<file path="config.mk">
export PLATFORM = sky130hd
export DESIGN_NAME = gpio_mux_port
export DESIGN_NICKNAME = d
export VERILOG_FILES = /design/src/rtl/gpio_port_pkg.sv /design/src/rtl/gpio_sync.sv /design/src/rtl/gpio_port_regs.sv /design/src/rtl/gpio_pin_mux.sv /design/src/rtl/gpio_mux_port.sv
export SDC_FILE = /design/constraint.sdc
export NUM_CORES = 1
export LEC_CHECK = 0
export BUFFER_PORTS_ARGS = -buffer_cell sky130_fd_sc_hd__buf_2
export CAP_MARGIN = 20
export CORE_MARGIN = 2
export CORE_UTILIZATION = 53
export CTS_BUF_LIST = sky130_fd_sc_hd__clkbuf_4
export DETAILED_ROUTE_END_ITERATION = 7
export GPL_TIMING_DRIVEN = 0
export MAX_ROUTING_LAYER = met4
export PLACE_DENSITY = 0.82
export SETUP_SLACK_MARGIN = 0.05
export SLEW_MARGIN = 20
export SYNTH_ARGS = -nofsm -noshare
export SYNTH_HDL_FRONTEND = slang
export SYNTH_HIERARCHICAL = 1
export SYNTH_SLANG_ARGS = --single-unit
export TNS_END_PERCENT = 10
</file>
<file path="constraint.sdc">
create_clock -name clk -period 1.3 [get_ports clk]
set_input_delay 0.065 -clock clk [delete_from_list [all_inputs] [get_ports clk]]
set_output_delay 0.065 -clock clk [all_outputs]
set_load 0.01 [all_outputs]
</file>
<file path="src/rtl/gpio_port_pkg.sv">
package gpio_port_pkg;
  localparam int ADDR_W = 2;
  localparam logic [ADDR_W-1:0] A_DATA = 2'd0;
  localparam logic [ADDR_W-1:0] A_DIR  = 2'd1;
  localparam logic [ADDR_W-1:0] A_SEL  = 2'd2;
  localparam logic [ADDR_W-1:0] A_AUX  = 2'd3;

  localparam int CLK_PIN     = 3;
  localparam int AUX_W       = 2;
  localparam int AUX_CLK_OE  = 0;
  localparam int AUX_CLK_INV = 1;

  typedef enum logic [2:0] {
    ALT_NONE, ALT_ZERO, ALT_CLK3, ALT_DAT3, ALT_CLK4, ALT_DAT4
  } alt_src_e;

  typedef struct packed {
    logic dat4;
    logic clk4;
    logic dat3;
    logic clk3;
  } ser_out_t;

  // Secondary role of each pin position
  function automatic alt_src_e alt_src(int idx);
    case (idx)
      0:       return ALT_CLK3;
      1:       return ALT_ZERO;
      2:       return ALT_DAT3;
      3:       return ALT_CLK4;
      4:       return ALT_DAT4;
      5:       return ALT_ZERO;
      default: return ALT_NONE;
    endcase
  endfunction
endpackage

</file>
<file path="src/rtl/gpio_sync.sv">
module gpio_sync #(
  parameter int WIDTH  = 8,
  parameter int STAGES = 2
) (
  input  logic             clk,
  input  logic             rst_n,
  input  logic [WIDTH-1:0] d,
  output logic [WIDTH-1:0] q
);
  logic [STAGES-1:0][WIDTH-1:0] stg;

  always_ff @(posedge clk or negedge rst_n) begin
    if (!rst_n) stg[0] <= '0;
    else        stg[0] <= d;
  end

  for (genvar s = 1; s < STAGES; s++) begin : g_stage
    always_ff @(posedge clk or negedge rst_n) begin
      if (!rst_n) stg[s] <= '0;
      else        stg[s] <= stg[s-1];
    end
  end

  assign q = stg[STAGES-1];
endmodule

</file>
<file path="src/rtl/gpio_port_regs.sv">
module gpio_port_regs
  import gpio_port_pkg::*;
#(
  parameter int WIDTH = 8
) (
  input  logic              clk,
  input  logic              rst_n,
  input  logic [ADDR_W-1:0] addr,
  input  logic              we,
  input  logic [WIDTH-1:0]  wdata,
  output logic [WIDTH-1:0]  data_q,
  output logic [WIDTH-1:0]  dir_q,
  output logic [WIDTH-1:0]  sel_q,
  output logic [AUX_W-1:0]  aux_q
);
  always_ff @(posedge clk or negedge rst_n) begin
    if (!rst_n) begin
      data_q <= '0;
      dir_q  <= '0;
      sel_q  <= '0;
      aux_q  <= '0;
    end else if (we) begin
      case (addr)
        A_DATA:  data_q <= wdata;
        A_DIR:   dir_q  <= wdata;
        A_SEL:   sel_q  <= wdata;
        default: aux_q  <= wdata[AUX_W-1:0];
      endcase
    end
  end
endmodule

</file>
<file path="src/rtl/gpio_pin_mux.sv">
module gpio_pin_mux
  import gpio_port_pkg::*;
#(
  parameter int IDX = 0
) (
  input  logic     dir,
  input  logic     sel,
  input  logic     dat,
  input  logic     pin,
  input  logic     inv,
  input  logic     clk_oe,
  input  ser_out_t ser,
  output logic     pad_o,
  output logic     oe_o,
  output logic     rd_o,
  output logic     cond_o
);
  localparam alt_src_e SRC    = alt_src(IDX);
  localparam bit       IS_CLK = (IDX == CLK_PIN);

  logic alt_val, alt_act, drive_alt, drv, flip;

  always_comb begin
    case (SRC)
      ALT_CLK3: alt_val = ser.clk3;
      ALT_DAT3: alt_val = ser.dat3;
      ALT_CLK4: alt_val = ser.clk4;
      ALT_DAT4: alt_val = ser.dat4;
      default:  alt_val = 1'b0;
    endcase
  end

  assign flip      = IS_CLK ? inv : 1'b0;
  assign alt_act   = dir & sel & (SRC != ALT_NONE);
  // input-only secondary roles keep the pad on the data register
  assign drive_alt = alt_act & (SRC != ALT_ZERO);
  assign drv       = drive_alt ? alt_val : dat;
  assign pad_o     = drv ^ flip;
  assign oe_o      = IS_CLK ? (dir & clk_oe) : dir;
  assign cond_o    = pin ^ flip;
  assign rd_o      = !dir ? cond_o : (alt_act ? alt_val : dat);
endmodule

</file>
<file path="src/rtl/gpio_mux_port.sv">
module gpio_mux_port
  import gpio_port_pkg::*;
#(
  parameter int WIDTH       = 8,
  parameter int SYNC_STAGES = 2
) (
  input  logic              clk,
  input  logic              rst_n,
  input  logic [ADDR_W-1:0] bus_addr,
  input  logic              bus_we,
  input  logic [WIDTH-1:0]  bus_wdata,
  output logic [WIDTH-1:0]  bus_rdata,
  input  logic [WIDTH-1:0]  pad_in,
  output logic [WIDTH-1:0]  pad_out,
  output logic [WIDTH-1:0]  pad_oe,
  input  logic              ser3_clk,
  input  logic              ser3_dout,
  input  logic              ser4_clk,
  input  logic              ser4_dout,
  output logic [WIDTH-1:0]  pin_cond
);
  logic [WIDTH-1:0] data_q, dir_q, sel_q, pin_sync, rd_bits;
  logic [AUX_W-1:0] aux_q;
  ser_out_t         ser;

  assign ser = '{dat4: ser4_dout, clk4: ser4_clk, dat3: ser3_dout, clk3: ser3_clk};

  gpio_port_regs #(.WIDTH(WIDTH)) u_regs (
    .clk(clk), .rst_n(rst_n), .addr(bus_addr), .we(bus_we), .wdata(bus_wdata),
    .data_q(data_q), .dir_q(dir_q), .sel_q(sel_q), .aux_q(aux_q)
  );

  gpio_sync #(.WIDTH(WIDTH), .STAGES(SYNC_STAGES)) u_sync (
    .clk(clk), .rst_n(rst_n), .d(pad_in), .q(pin_sync)
  );

  for (genvar i = 0; i < WIDTH; i++) begin : g_pin
    gpio_pin_mux #(.IDX(i)) u_mux (
      .dir(dir_q[i]), .sel(sel_q[i]), .dat(data_q[i]), .pin(pin_sync[i]),
      .inv(aux_q[AUX_CLK_INV]), .clk_oe(aux_q[AUX_CLK_OE]), .ser(ser),
      .pad_o(pad_out[i]), .oe_o(pad_oe[i]), .rd_o(rd_bits[i]), .cond_o(pin_cond[i])
    );
  end

  always_comb begin
    case (bus_addr)
      A_DATA:  bus_rdata = rd_bits;
      A_DIR:   bus_rdata = dir_q;
      A_SEL:   bus_rdata = sel_q;
      default: bus_rdata = {{(WIDTH-AUX_W){1'b0}}, aux_q};
    endcase
  end
endmodule

</file>
---- Word-level counts from Yosys, hierarchy flattened ----
Index checks and enable logic that the tools add are counted.
storage, ports and cells
  flip-flop bits (word level) ............. 42
  bits of input ports ..................... 25
  output and inout bits ................... 32
  logic and storage cells ................. 39
cells by class
  eq/ne operators ......................... 2
  mux-type cells .......................... 15
  bitwise logic cells ..................... 10
  reductions and logical operators ........ 6
operators with widths
  kind                                                              count
  8-bit one-hot mux with 3 select lines                             1
  1-bit 2-to-1 mux                                                  14
  2-bit AND reduction                                               4
  1-bit bitwise AND                                                 7
  3-bit OR reduction                                                1
  2-bit by 1-bit == test with 1-bit output (second input constant)  1
  2-bit == test (second input constant)                             1
  2-bit zero test                                                   1
  1-bit bitwise XOR                                                 2
  1-bit NOT                                                         1

---- Longest topological paths before layout ----
Gate-level depths: netlist of the first run.
  depth after elaboration ................. 4
  gate-level depth with buffers ........... 6
  depth with buffers taken out ............ 5

---- By module ----
The synthesis of the first run kept the hierarchy.
modules (own cells, without submodules)
  module                             instances  cells an instance  area an instance (sq um)  seq. area each (sq um)
  gpio_port_regs                     1          56                 989.7                     650.6
  gpio_sync                          1          24                 460.4                     400.4
  gpio_mux_port                      1          17                 182.7                     0.0
  gpio_pin_mux (g_pin[0].u_mux ...)  3          7                  52.6                      0.0
  gpio_pin_mux (g_pin[1].u_mux ...)  2          6                  38.8                      0.0
  gpio_pin_mux (g_pin[6].u_mux ...)  2          4                  37.5                      0.0
  gpio_pin_mux (g_pin[3].u_mux)      1          8                  57.6                      0.0

---- Worst setup path after synthesis of the first run ----
No wires, ideal clock.
  kind .................................... register -> output
  start point ............................. register u_sync.stg (netlist bit u_sync/q[3])
  end point ............................... output bus_rdata[3]
  arrival time ............................ 1.202 ns
  data required time ...................... 1.235 ns
  slack ................................... 0.033 ns
  stages on the path, launching flop included .. 7
  buffers on the path ..................... 1
  cell sequence ........................... dfrtp_1 -> buf_4 -> xor2_1 -> nor2_1 -> a21oi_1 -> mux2i_1 -> o2bb2ai_1
between the ends
  cells in the longest elaborated chain, start to end .. 3
ends and longest elaborated chain
  item                                   line                 text
  from (decl)                            gpio_sync.sv:10      logic [STAGES-1:0][WIDTH-1:0] stg;
  from (signal, indexed assignment)      gpio_sync.sv:20      else stg[s] <= stg[s-1];
  1-bit bitwise XOR                      gpio_pin_mux.sv:40   assign cond_o = pin ^ flip;
  named net pin_cond[3]                  gpio_mux_port.sv:20  output logic [WIDTH-1:0] pin_cond
  1-bit 2-to-1 mux                       gpio_pin_mux.sv:41   assign rd_o = !dir ? cond_o : (alt_act ? alt_val : dat);
  named net rd_bits[3]                   gpio_mux_port.sv:22  logic [WIDTH-1:0] data_q, dir_q, sel_q, pin_sync, rd_bits;
  8-bit one-hot mux with 3 select lines  gpio_mux_port.sv:46  case (bus_addr)
  to (decl)                              gpio_mux_port.sv:12  output logic [WIDTH-1:0] bus_rdata,
The timed path passes the listed nets, and every way through them passes these cells.

---- Worst setup path after layout of the first run ----
  start point ............................. register u_regs.sel_q[0]
  end point ............................... output bus_rdata[0]
between the ends
  cells in the longest elaborated chain, start to end .. 4
ends and longest elaborated chain
  item                                   line                  text
  from (decl)                            gpio_port_regs.sv:13  output logic [WIDTH-1:0] sel_q,
  from (signal assigned)                 gpio_port_regs.sv:26  A_SEL: sel_q <= wdata;
  1-bit bitwise AND                      gpio_pin_mux.sv:34    assign alt_act = dir & sel & (SRC != ALT_NONE);
  1-bit 2-to-1 mux (2 in a row)          gpio_pin_mux.sv:41
  named net rd_bits[0]                   gpio_mux_port.sv:22
  8-bit one-hot mux with 3 select lines  gpio_mux_port.sv:46
The timed path passes the listed nets, and every way through them passes these cells.

==> results.toml, run 1 <==
[worst_hold_path]
hold_class = "in -> reg"
min_to = "u_regs/aux_q[1]"
holdPathStages = 3
min_from = "bus_we"

[critical_path]
worstSetupStartpointType = "flip-flop"
r2r_cells = 2
r2r-start = "u_regs/sel_q[0]"
critical_path.max_fanout = 2
worstReg2RegEnd = "u_regs/sel_q[0]"
criticalPathCategory = "reg -> out"
rrSetupSlack_ns = 0.40
cp.arrival_ns = 1.58
endpoint_kind = "output pin"
required_ns = 1.24

[drt]
avgRoutedWirePerCell_um = 13.7
drtPass1Iterations = 4
ant_nets = 0
vias = 1331
dr.first_iter.drc_count = 27
vias_per_cell = 4.82
wl_um = 3790
route.detailed.drc = 0

[placed_design]
gp_congestion = 0.830
io_buffers = 56
dp_hpwl_um = 2670

[logic_synthesis]
synthesis.nets = 171
ys_seq_area_share_pct = 52.5
ys_warn_count = 6
syn_area_mm2 = 0.00200
synthCells = 146
ys_types = 22
async_reset_ff_share_pct = 100
synth_edf_count = 0
ys_seq_elements = 42
synth_flop_cell = "dfrtp_1"
syn_area_per_cell_um2 = 13.7

[sta]
finalHoldViolCount = 0
fin_crit_ns = 1.65
skew_ns = 0.000193
finalCritPeriodShare_pct = 127
relSlewSlack_pct = 42.0
grt_setup_unrepaired = "yes"
maxSlewViolCount = 0
max_clock_freq_ghz = 0.608
tightest_slew_ns = 0.870
setup_viol = 12
fin_tns_setup_ns = -2.27
finalWorstSetupSlack_ns = -0.345

[floorplan]
rows = 22
start_util_pct = 55.1
die_area_mm2 = 0.00428
ioPinCount = 57
dieHeight_um = 65.4
core_region_area_mm2 = 0.00363
fp.dieW_um = 65.4

[finish]
diodes = 0
multiInputGateArea_um2 = 747
drive_above_1_share_pct = 60.5
fin_nets = 252
nFillCells = 270
ff_latch_area_mm2 = 0.00105
area_delta_synth_final_pct = 31.5

[global_routing]
antenna_found_initial = 0
grt_pass1_wl_um = 6010
grt_usage_pct = 19.4
grt_pass1_vias = 1332
grt_overflow = 0
grt_max_degree = 43

[run_status]
violations = "setup timing"
status = "finished with violations"

[clock_tree]
clk_pin_slew_ns = 0.11
cts_tree = "done"
cts_buffers = 5
clock_path_buffers = 2
h-tree-depth = 2
clk_latency_ns = 0.33
cts_sinks = 42
root_buffer = "clkbuf_4"

[power]
p_per_area_mw_per_mm2 = 1260
power.total_uw = 3310
vdd_drop_max_v = 0.000803
leakagePower_uw = 0.00128

[run]
drv_cap = 0
area by class of cell:
| type | instances | share of cell area (%) |
|---|---|---|
| buffer | 27 | 8.04 |
| timing repair buffer | 75 | 18.9 |
| clock inverter | 2 | 0.333 |
| tap | 48 | 2.28 |
| inverter | 2 | 0.285 |
| multi-input combinational | 74 | 28.4 |
| clock buffer | 6 | 1.71 |
| sequential | 42 | 40.1 |
flip-flops by register name, indices dropped and copies added (netlist names):
signal	cells
u_regs/data_q	8
u_regs/dir_q	8
u_regs/sel_q	8
u_sync/q	8
u_sync/stg	8
u_regs/aux_q	2
how the worst max path moves through the flow:
stage               depth (start not counted)  slack [ns]       startpoint      endpoint
CTS                                         4       -0.36  u_regs/sel_q[0]  bus_rdata[0]
global placement                            4        0.02  u_regs/sel_q[0]  bus_rdata[0]
finish                                      4       -0.35  u_regs/sel_q[0]  bus_rdata[0]
floorplan                                   6        0.09      u_sync/q[3]  bus_rdata[3]
detailed placement                          4       -0.01  u_regs/sel_q[0]  bus_rdata[0]
global route                                4       -0.42  u_regs/sel_q[0]  bus_rdata[0]
layer usage:
layer  vias up  track usage (%)  routed length [um]
li1        646                -                   -
met1       651             22.4                1580
met2        30             33.3                2030
met3         4             3.94                 137
met4         0             7.81                  50
met5         -                -                   0
report_power, final:
part | internal, uW | leakage, uW | total [uW] | switching (uW)
sequential | 1490 | 0.000491 | 1660 | 168
combinational | 650 | 0.000757 | 1050 | 398
clock | 224 | 0.0000331 | 607 | 383
total | 2360 | 0.00128 | 3310 | 948
cells in the mapped netlist (4+ instances only):
| cell | instances | share of area (%) |
|---|---|---|
| nand2_1 | 4 | 0.75 |
| o2bb2ai_1 | 6 | 2.6 |
| nor2_1 | 4 | 0.75 |
| mux2i_1 | 11 | 5.5 |
| dfrtp_1 | 42 | 53 |
| mux2_4 | 5 | 3.8 |
| buf_4 | 26 | 9.8 |
| mux2_2 | 26 | 15 |
| a21oi_1 | 4 | 1.0 |
per-stage QoR:
stage                     worst slack [ns]  hold slack [ns]  instances  util (%)  area (um2)
after global placement              0.0202            0.173        250      64.6        2350
after global routing                -0.422            0.178        276      72.4        2630
after detailed placement           -0.0135            0.175        250      64.6        2350
after CTS                           -0.362            0.152        277      72.2        2620
final                               -0.345            0.165        276      72.4        2630
after floorplan                     0.0949           -0.231        146         -        2010
kinds of logic (layout without fill, tap and decap cells):
group	after synthesis	in the layout	synth area share, %
mux	44	44	26.1
flops	42	42	52.5
buf+inv	30	112	10.9
simple gates	16	16	5.38
compound gates	12	12	4.13
xor+xnor	2	2	0.876
worst max-delay path: stages, from the launching register on:
cell,delay (ns)
dfrtp_1,0.38
mux2i_1,0.20
a21oi_1,0.08
mux4_2,0.46
buf_6,0.14
placed cells by master, fill, tap and decap left out, drive strengths merged:
master / instances
a21oi: 4
and2: 1
buf: 85
clkbuf: 6
clkinv: 2
dfrtp: 42
dlygate4sd3: 17
inv: 2
mux2: 31
mux2i: 11
mux4: 2
nand2: 4
nand3: 1
nand3b: 4
nor2: 4
nor2b: 1
nor3b: 1
o21ai: 2
o2bb2ai: 6
xnor2: 1
xor2: 1
repair_timing:
action / in CTS / in global routing
pin swaps: 10 / 4
endpoints found under the hold margin: 75 / 0
buffers inserted: 2 / 0
endpoints found under the setup margin: 13 / 13
resized for setup: 10 / 6
hold buffers: 17 / 0
(Power assumes the default switching activity.)
==> inputs of run 2 (changes only) <==
--- a/config.mk
+++ b/config.mk
@@ -14,6 +14,7 @@
 export GPL_TIMING_DRIVEN = 0
 export MAX_ROUTING_LAYER = met4
 export PLACE_DENSITY = 0.82
+export REMOVE_ABC_BUFFERS = 1
 export SETUP_SLACK_MARGIN = 0.05
 export SLEW_MARGIN = 20
 export SYNTH_ARGS = -nofsm -noshare
==> run 2 against run 1 <==
The run still ends with setup timing left. First-iteration DRC count up 26%. Utilization down 5.7 points. Die area unchanged. Cell area down 7.8%. Worst hold slack worse by 0.012 ns. Sequential share of layout area up 3.4 points. Total power down 3.9%. Sequential cell count unchanged. Critical path depth unchanged. Global-route usage up 1.0 points. Largest cell class unchanged.
==> results.toml, run 2 (same netlist as run 1, synthesis figures left out) <==
[run_status]
status = "finished with violations"
violations = "setup timing"

[finish]
fin_area_mm2 = 0.00242
diodes = 0
fin_nets = 227
multiInputGateArea_um2 = 743
mostFrequentLayoutCells = "buf_2 (52), dfrtp_1 (39), mux2_2 (26), dlygate4sd3_1 (17), mux2i_1 (11)"
drive_above_1_share_pct = 54.7
area_delta_synth_final_pct = 21.2
ff_latch_area_mm2 = 0.00105
nFillCells = 283
mostFrequentLayoutCell = "buf_2"

[global_routing]
top_usage_layer = "met2"
grt_overflow = 0
grt_pass1_wl_um = 6280
antenna_found_initial = 0
grt_max_degree = 43
met1_usage_pct = 25.7
grtUsageMet3_pct = 5.65
grt_usage_pct = 20.4
grt_pass1_vias = 1341
grtUsageMet2_pct = 33.7

[floorplan]
die_area_mm2 = 0.00428
rows = 22
start_util_pct = 55.1
core_region_area_mm2 = 0.00363
ioPinCount = 57
dieHeight_um = 65.4
fp.dieW_um = 65.4

[critical_path]
endpoint_kind = "output pin"
worstSetupStartpointType = "flip-flop"
rrSetupSlack_ns = 0.25
path_delay_family = "multiplexers"
cp_slowest_cell = "mux4_2"
criticalPathCategory = "reg -> out"
cp.arrival_ns = 1.62
cp_num_buf_inv = 3
path_cells = "buf_4 > buf_4 > mux4_2 > buf_6"
cpPeakStageDelay_ns = 0.46
cp_common_cell = "buf_4"
required_ns = 1.24
critical_path.max_fanout = 3

[clock_tree]
cts_sinks = 42
clk_latency_ns = 0.34
clock_path_buffers = 2
cts_buffers = 5
clk_pin_slew_ns = 0.11
h-tree-depth = 2
cts_tree = "done"
root_buffer = "clkbuf_4"

[placed_design]
dp_hpwl_um = 2590
io_buffers = 56
placed_area_mm2 = 0.00213
gp_congestion = 0.734

[sta]
hold_ws_ns = 0.153
relSlewSlack_pct = 41.8
tightest_slew_ns = 0.873
skew_ns = 0.00180
max_clock_freq_ghz = 0.593
fin_crit_ns = 1.69
grt_setup_unrepaired = "yes"
finalCritPeriodShare_pct = 130
finalWorstSetupSlack_ns = -0.386
finalHoldViolCount = 0
setup_viol = 12
maxSlewViolCount = 0
fin_tns_setup_ns = -2.43

[drt]
drtPass1Iterations = 4
ant_nets = 0
avgRoutedWirePerCell_um = 14.9
wl_um = 3740
route.detailed.drc = 0
vias_per_cell = 5.06
vias = 1270
dr.first_iter.drc_count = 34

[worst_hold_path]
hold_class = "in -> reg"

[power]
vdd_drop_max_v = 0.000853
p_per_area_mw_per_mm2 = 1310
leakagePower_uw = 0.00116

[run]
drv_cap = 0
[run 2: cell count changes in the layout (fill, tap and decap cells not counted), sizes merged]
| cell | previous run | this run |
|---|---|---|
| buf | 85 | 60 |
[run 2: final timing paths]
path                                 start               to  depth (start not counted)
setup / recovery           u_regs/sel_q[0]     bus_rdata[0]                          4
hold / removal                      bus_we  u_regs/aux_q[1]                          3
setup reg to reg           u_regs/sel_q[0]  u_regs/sel_q[0]                          3
hold reg to reg              u_sync/stg[4]      u_sync/q[4]                          0
max in group asynchronous            rst_n  u_regs/dir_q[2]                          2
min in group asynchronous            rst_n      u_sync/q[5]                          2
[run 2: cell type report]
cell class              count  share of cell area [%]
clock buffers               6                    1.86
clock inverters             2                   0.361
inverters                   2                   0.310
multi-input cells          74                    30.7
flip-flops and latches     42                    43.5
well taps                  48                    2.48
repair buffers             77                    20.8
[run 2: report_power, final]
| group | internal, uW | total [uW] | switching (uW) |
|---|---|---|---|
| sequential | 1490 | 1660 | 168 |
| clock | 224 | 605 | 381 |
| combinational | 542 | 919 | 377 |
| total | 2250 | 3180 | 926 |
[run 2: layer usage]
metal / vias up / routed length, um
li1: 601 / -
met1: 626 / 1530
met2: 43 / 2010
met3: 0 / 201
met4: 0 / 0
met5: - / 0
[run 2: per-stage QoR]
stage	util [%]	setup WS, ns	total power [uW]	std cells
finish	66.7	-0.386	3180	251
global route	66.7	-0.477	3390	251
floorplan	-	0.104	2130	118
CTS	65.7	-0.376	3170	248
global placement	58.6	-0.0449	2430	222
detailed placement	58.6	-0.0777	2470	222
[run 2: what timing repair did]
item,CTS,global route
hold endpoints to repair,76,0
hold buffers,17,0
endpoints found under the setup margin,12,13
gates resized for setup,6,6
setup buffers,1,3
pin swaps,10,4
[run 2: worst min-delay path: cells and delay by family]
family        cells  cell delay (ns)
buf+inv           1             0.13
mux               1             0.16
simple gates      1             0.12
==> inputs of run 3 (changes only) <==
--- a/config.mk
+++ b/config.mk
@@ -6,7 +6,7 @@
 export NUM_CORES = 1
 export LEC_CHECK = 0
 export BUFFER_PORTS_ARGS = -buffer_cell sky130_fd_sc_hd__buf_2
-export CAP_MARGIN = 20
+export CAP_MARGIN = 5
 export CORE_MARGIN = 2
 export CORE_UTILIZATION = 53
 export CTS_BUF_LIST = sky130_fd_sc_hd__clkbuf_4
@@ -21,4 +21,3 @@
 export SYNTH_HDL_FRONTEND = slang
 export SYNTH_HIERARCHICAL = 1
 export SYNTH_SLANG_ARGS = --single-unit
-export TNS_END_PERCENT = 10
==> run 3 against run 2 <==
Clock power barely moved. The flow still finishes with violations (setup timing). Combinational power grew 16%. Non-clock buffer count up 10. Worst hold slack gained 0.0021 ns. Critical path depth stayed put. Sequential power hardly changed. Highest routed layer is now met4. Routed wire length increased by 5.3%. First-iteration DRC count increased by 15%. Fmax barely moved. Cell count up 4.0%. Sequential share of layout area decreased by 1.9 points.
==> results.toml, run 3 (same netlist as run 1, synthesis figures left out) <==
[sta]
grt_setup_unrepaired = "yes"
tightest_slew_ns = 0.879
fin_crit_ns = 1.69
max_clock_freq_ghz = 0.593
finalHoldViolCount = 0
finalWorstSetupSlack_ns = -0.388
skew_ns = 0.00208
finalCritPeriodShare_pct = 130
setup_viol = 12
relSlewSlack_pct = 41.4
maxSlewViolCount = 0

[finish]
ff_latch_area_mm2 = 0.00105
diodes = 0
drive_above_1_share_pct = 54.9
stdcell_count = 261
mostFrequentLayoutCell = "buf_2"
fin_nets = 237
fin_area_mm2 = 0.00252
area_delta_synth_final_pct = 26.2
final_core_util_pct = 69.5
multiInputGateArea_um2 = 742
mostFrequentLayoutCells = "buf_2 (49), dfrtp_1 (42), mux2_2 (26), dlygate4sd3_1 (17)"
nFillCells = 274

[clock_tree]
clk_pin_slew_ns = 0.11
root_buffer = "clkbuf_4"
clk_latency_ns = 0.34
h-tree-depth = 2
cts_tree = "done"
clock_path_buffers = 2
cts_buffers = 5
cts_sinks = 42

[drt]
avgRoutedWirePerCell_um = 15.1
vias_per_cell = 5.06
drtPass1Iterations = 4
vias = 1320
dr.max_layer_used = "met4"
ant_nets = 0
wl_um = 3940
wl_met3_um = 213
wl_met2_um = 2090
route.detailed.drc = 0
wl_met1_um = 1620
dr.first_iter.drc_count = 39

[critical_path]
rrSetupSlack_ns = 0.26
required_ns = 1.24
cp_common_cell = "buf_4"
cp_slowest_cell = "mux4_2"
path_cells = "buf_4 > buf_4 > mux4_2 > buf_6"
critical_path.max_fanout = 3
criticalPathCategory = "reg -> out"
cp-startpoint = "u_regs/sel_q[0]"
endpoint = "bus_rdata[0]"
r2r-start = "u_regs/sel_q[0]"
r2r_cells = 3
worstReg2RegEnd = "u_regs/sel_q[0]"
endpoint_kind = "output pin"
worstSetupStartpointType = "flip-flop"
cp.arrival_ns = 1.62
cpPeakStageDelay_ns = 0.46

[placed_design]
gp_congestion = 0.734
placed_area_mm2 = 0.00213
dp_hpwl_um = 2590
io_buffers = 56
dp.cells = 222

[worst_hold_path]
holdPathStages = 3
hold_class = "in -> reg"

[global_routing]
grt_usage_pct = 21.1
grt_pass1_vias = 1390
grt_pass1_wl_um = 6480
antenna_found_initial = 0
grt_overflow = 0
grt_max_degree = 43

[power]
p_sw_share_pct = 29.0
pwr-share-comb_pct = 32.2
power.clock.fraction_pct = 18.3
power.total_uw = 3310
intPower_uw = 2350
power_frac_seq_pct = 49.5
leakagePower_uw = 0.00122
p_switching_uw = 960
p_per_area_mw_per_mm2 = 1310
vdd_drop_max_v = 0.000861

[floorplan]
fp.dieW_um = 65.4
ioPinCount = 57
die_area_mm2 = 0.00428
start_util_pct = 55.1
dieHeight_um = 65.4
rows = 22
core_region_area_mm2 = 0.00363

[run_status]
status = "finished with violations"
violations = "setup timing"

[run]
drv_cap = 0
==> run 3: cell types whose count changed in the layout (fill, tap and decap cells not counted), moves of 3 or more <==
cell     delta
buf_4       +7
buf_6       +6
buf_2       -3
dfrtp_2     -3
dfrtp_1     +3
==> run 3: cell type report <==
type	count	area share, %
tap	48	2.38
sequential	42	41.6
inverter	2	0.297
clock inverter	2	0.347
clock buffer	6	1.78
multi-input combinational	74	29.4
timing repair buffer	87	24.2
==> run 3: how the worst min path moves through the flow <==
stage / from / slack (ns) / end
after floorplan: rst_n / -0.23 / u_regs/aux_q[0]
final: bus_we / 0.16 / u_regs/aux_q[1]
after global placement: pad_in[1] / 0.17 / u_sync/stg[1]
after CTS: bus_we / 0.14 / u_regs/aux_q[1]
after global routing: bus_we / 0.16 / u_regs/aux_q[1]
after detailed placement: pad_in[1] / 0.17 / u_sync/stg[1]
==> run 3: worst max-delay path, delay by kind of cell (launching register included) <==
kind / cells / cell delay [ns]
flops: 1 / 0.41
buf+inv: 3 / 0.41
mux: 1 / 0.46
==> run 3: stage by stage <==
stage | hold WS, ns | setup slack [ns] | TNS (ns)
CTS | 0.140 | -0.376 | -2.36
detailed placement | 0.174 | -0.0777 | -0.547
finish | 0.156 | -0.388 | -2.45
floorplan | -0.231 | 0.104 | 0
global route | 0.162 | -0.476 | -3.67
global placement | 0.173 | -0.0449 | -0.353
==> run 3: repair_timing <==
action | CTS | global route
setup buffers | 9 | 6
endpoints found under the hold margin | 76 | 0
pin swaps | 10 | 3
resized for setup | 6 | 9
setup endpoints to repair | 12 | 14
hold buffers | 17 | 0
==> run 3: routing by layer <==
metal / vias to the layer above / track usage, %
li1: 621 / -
met1: 651 / 26.0
met5: - / -
met2: 45 / 35.6
met4: 0 / 3.91
met3: 3 / 5.65
==> run 3: power groups by stage <==
stage / combinational (uW) / sequential, uW / clock (uW)
floorplan: 458 / 1670 / 0
global placement: 771 / 1650 / 0
detailed placement: 798 / 1680 / 0
CTS: 979 / 1630 / 629
global route: 1150 / 1670 / 704
finish: 1070 / 1640 / 608
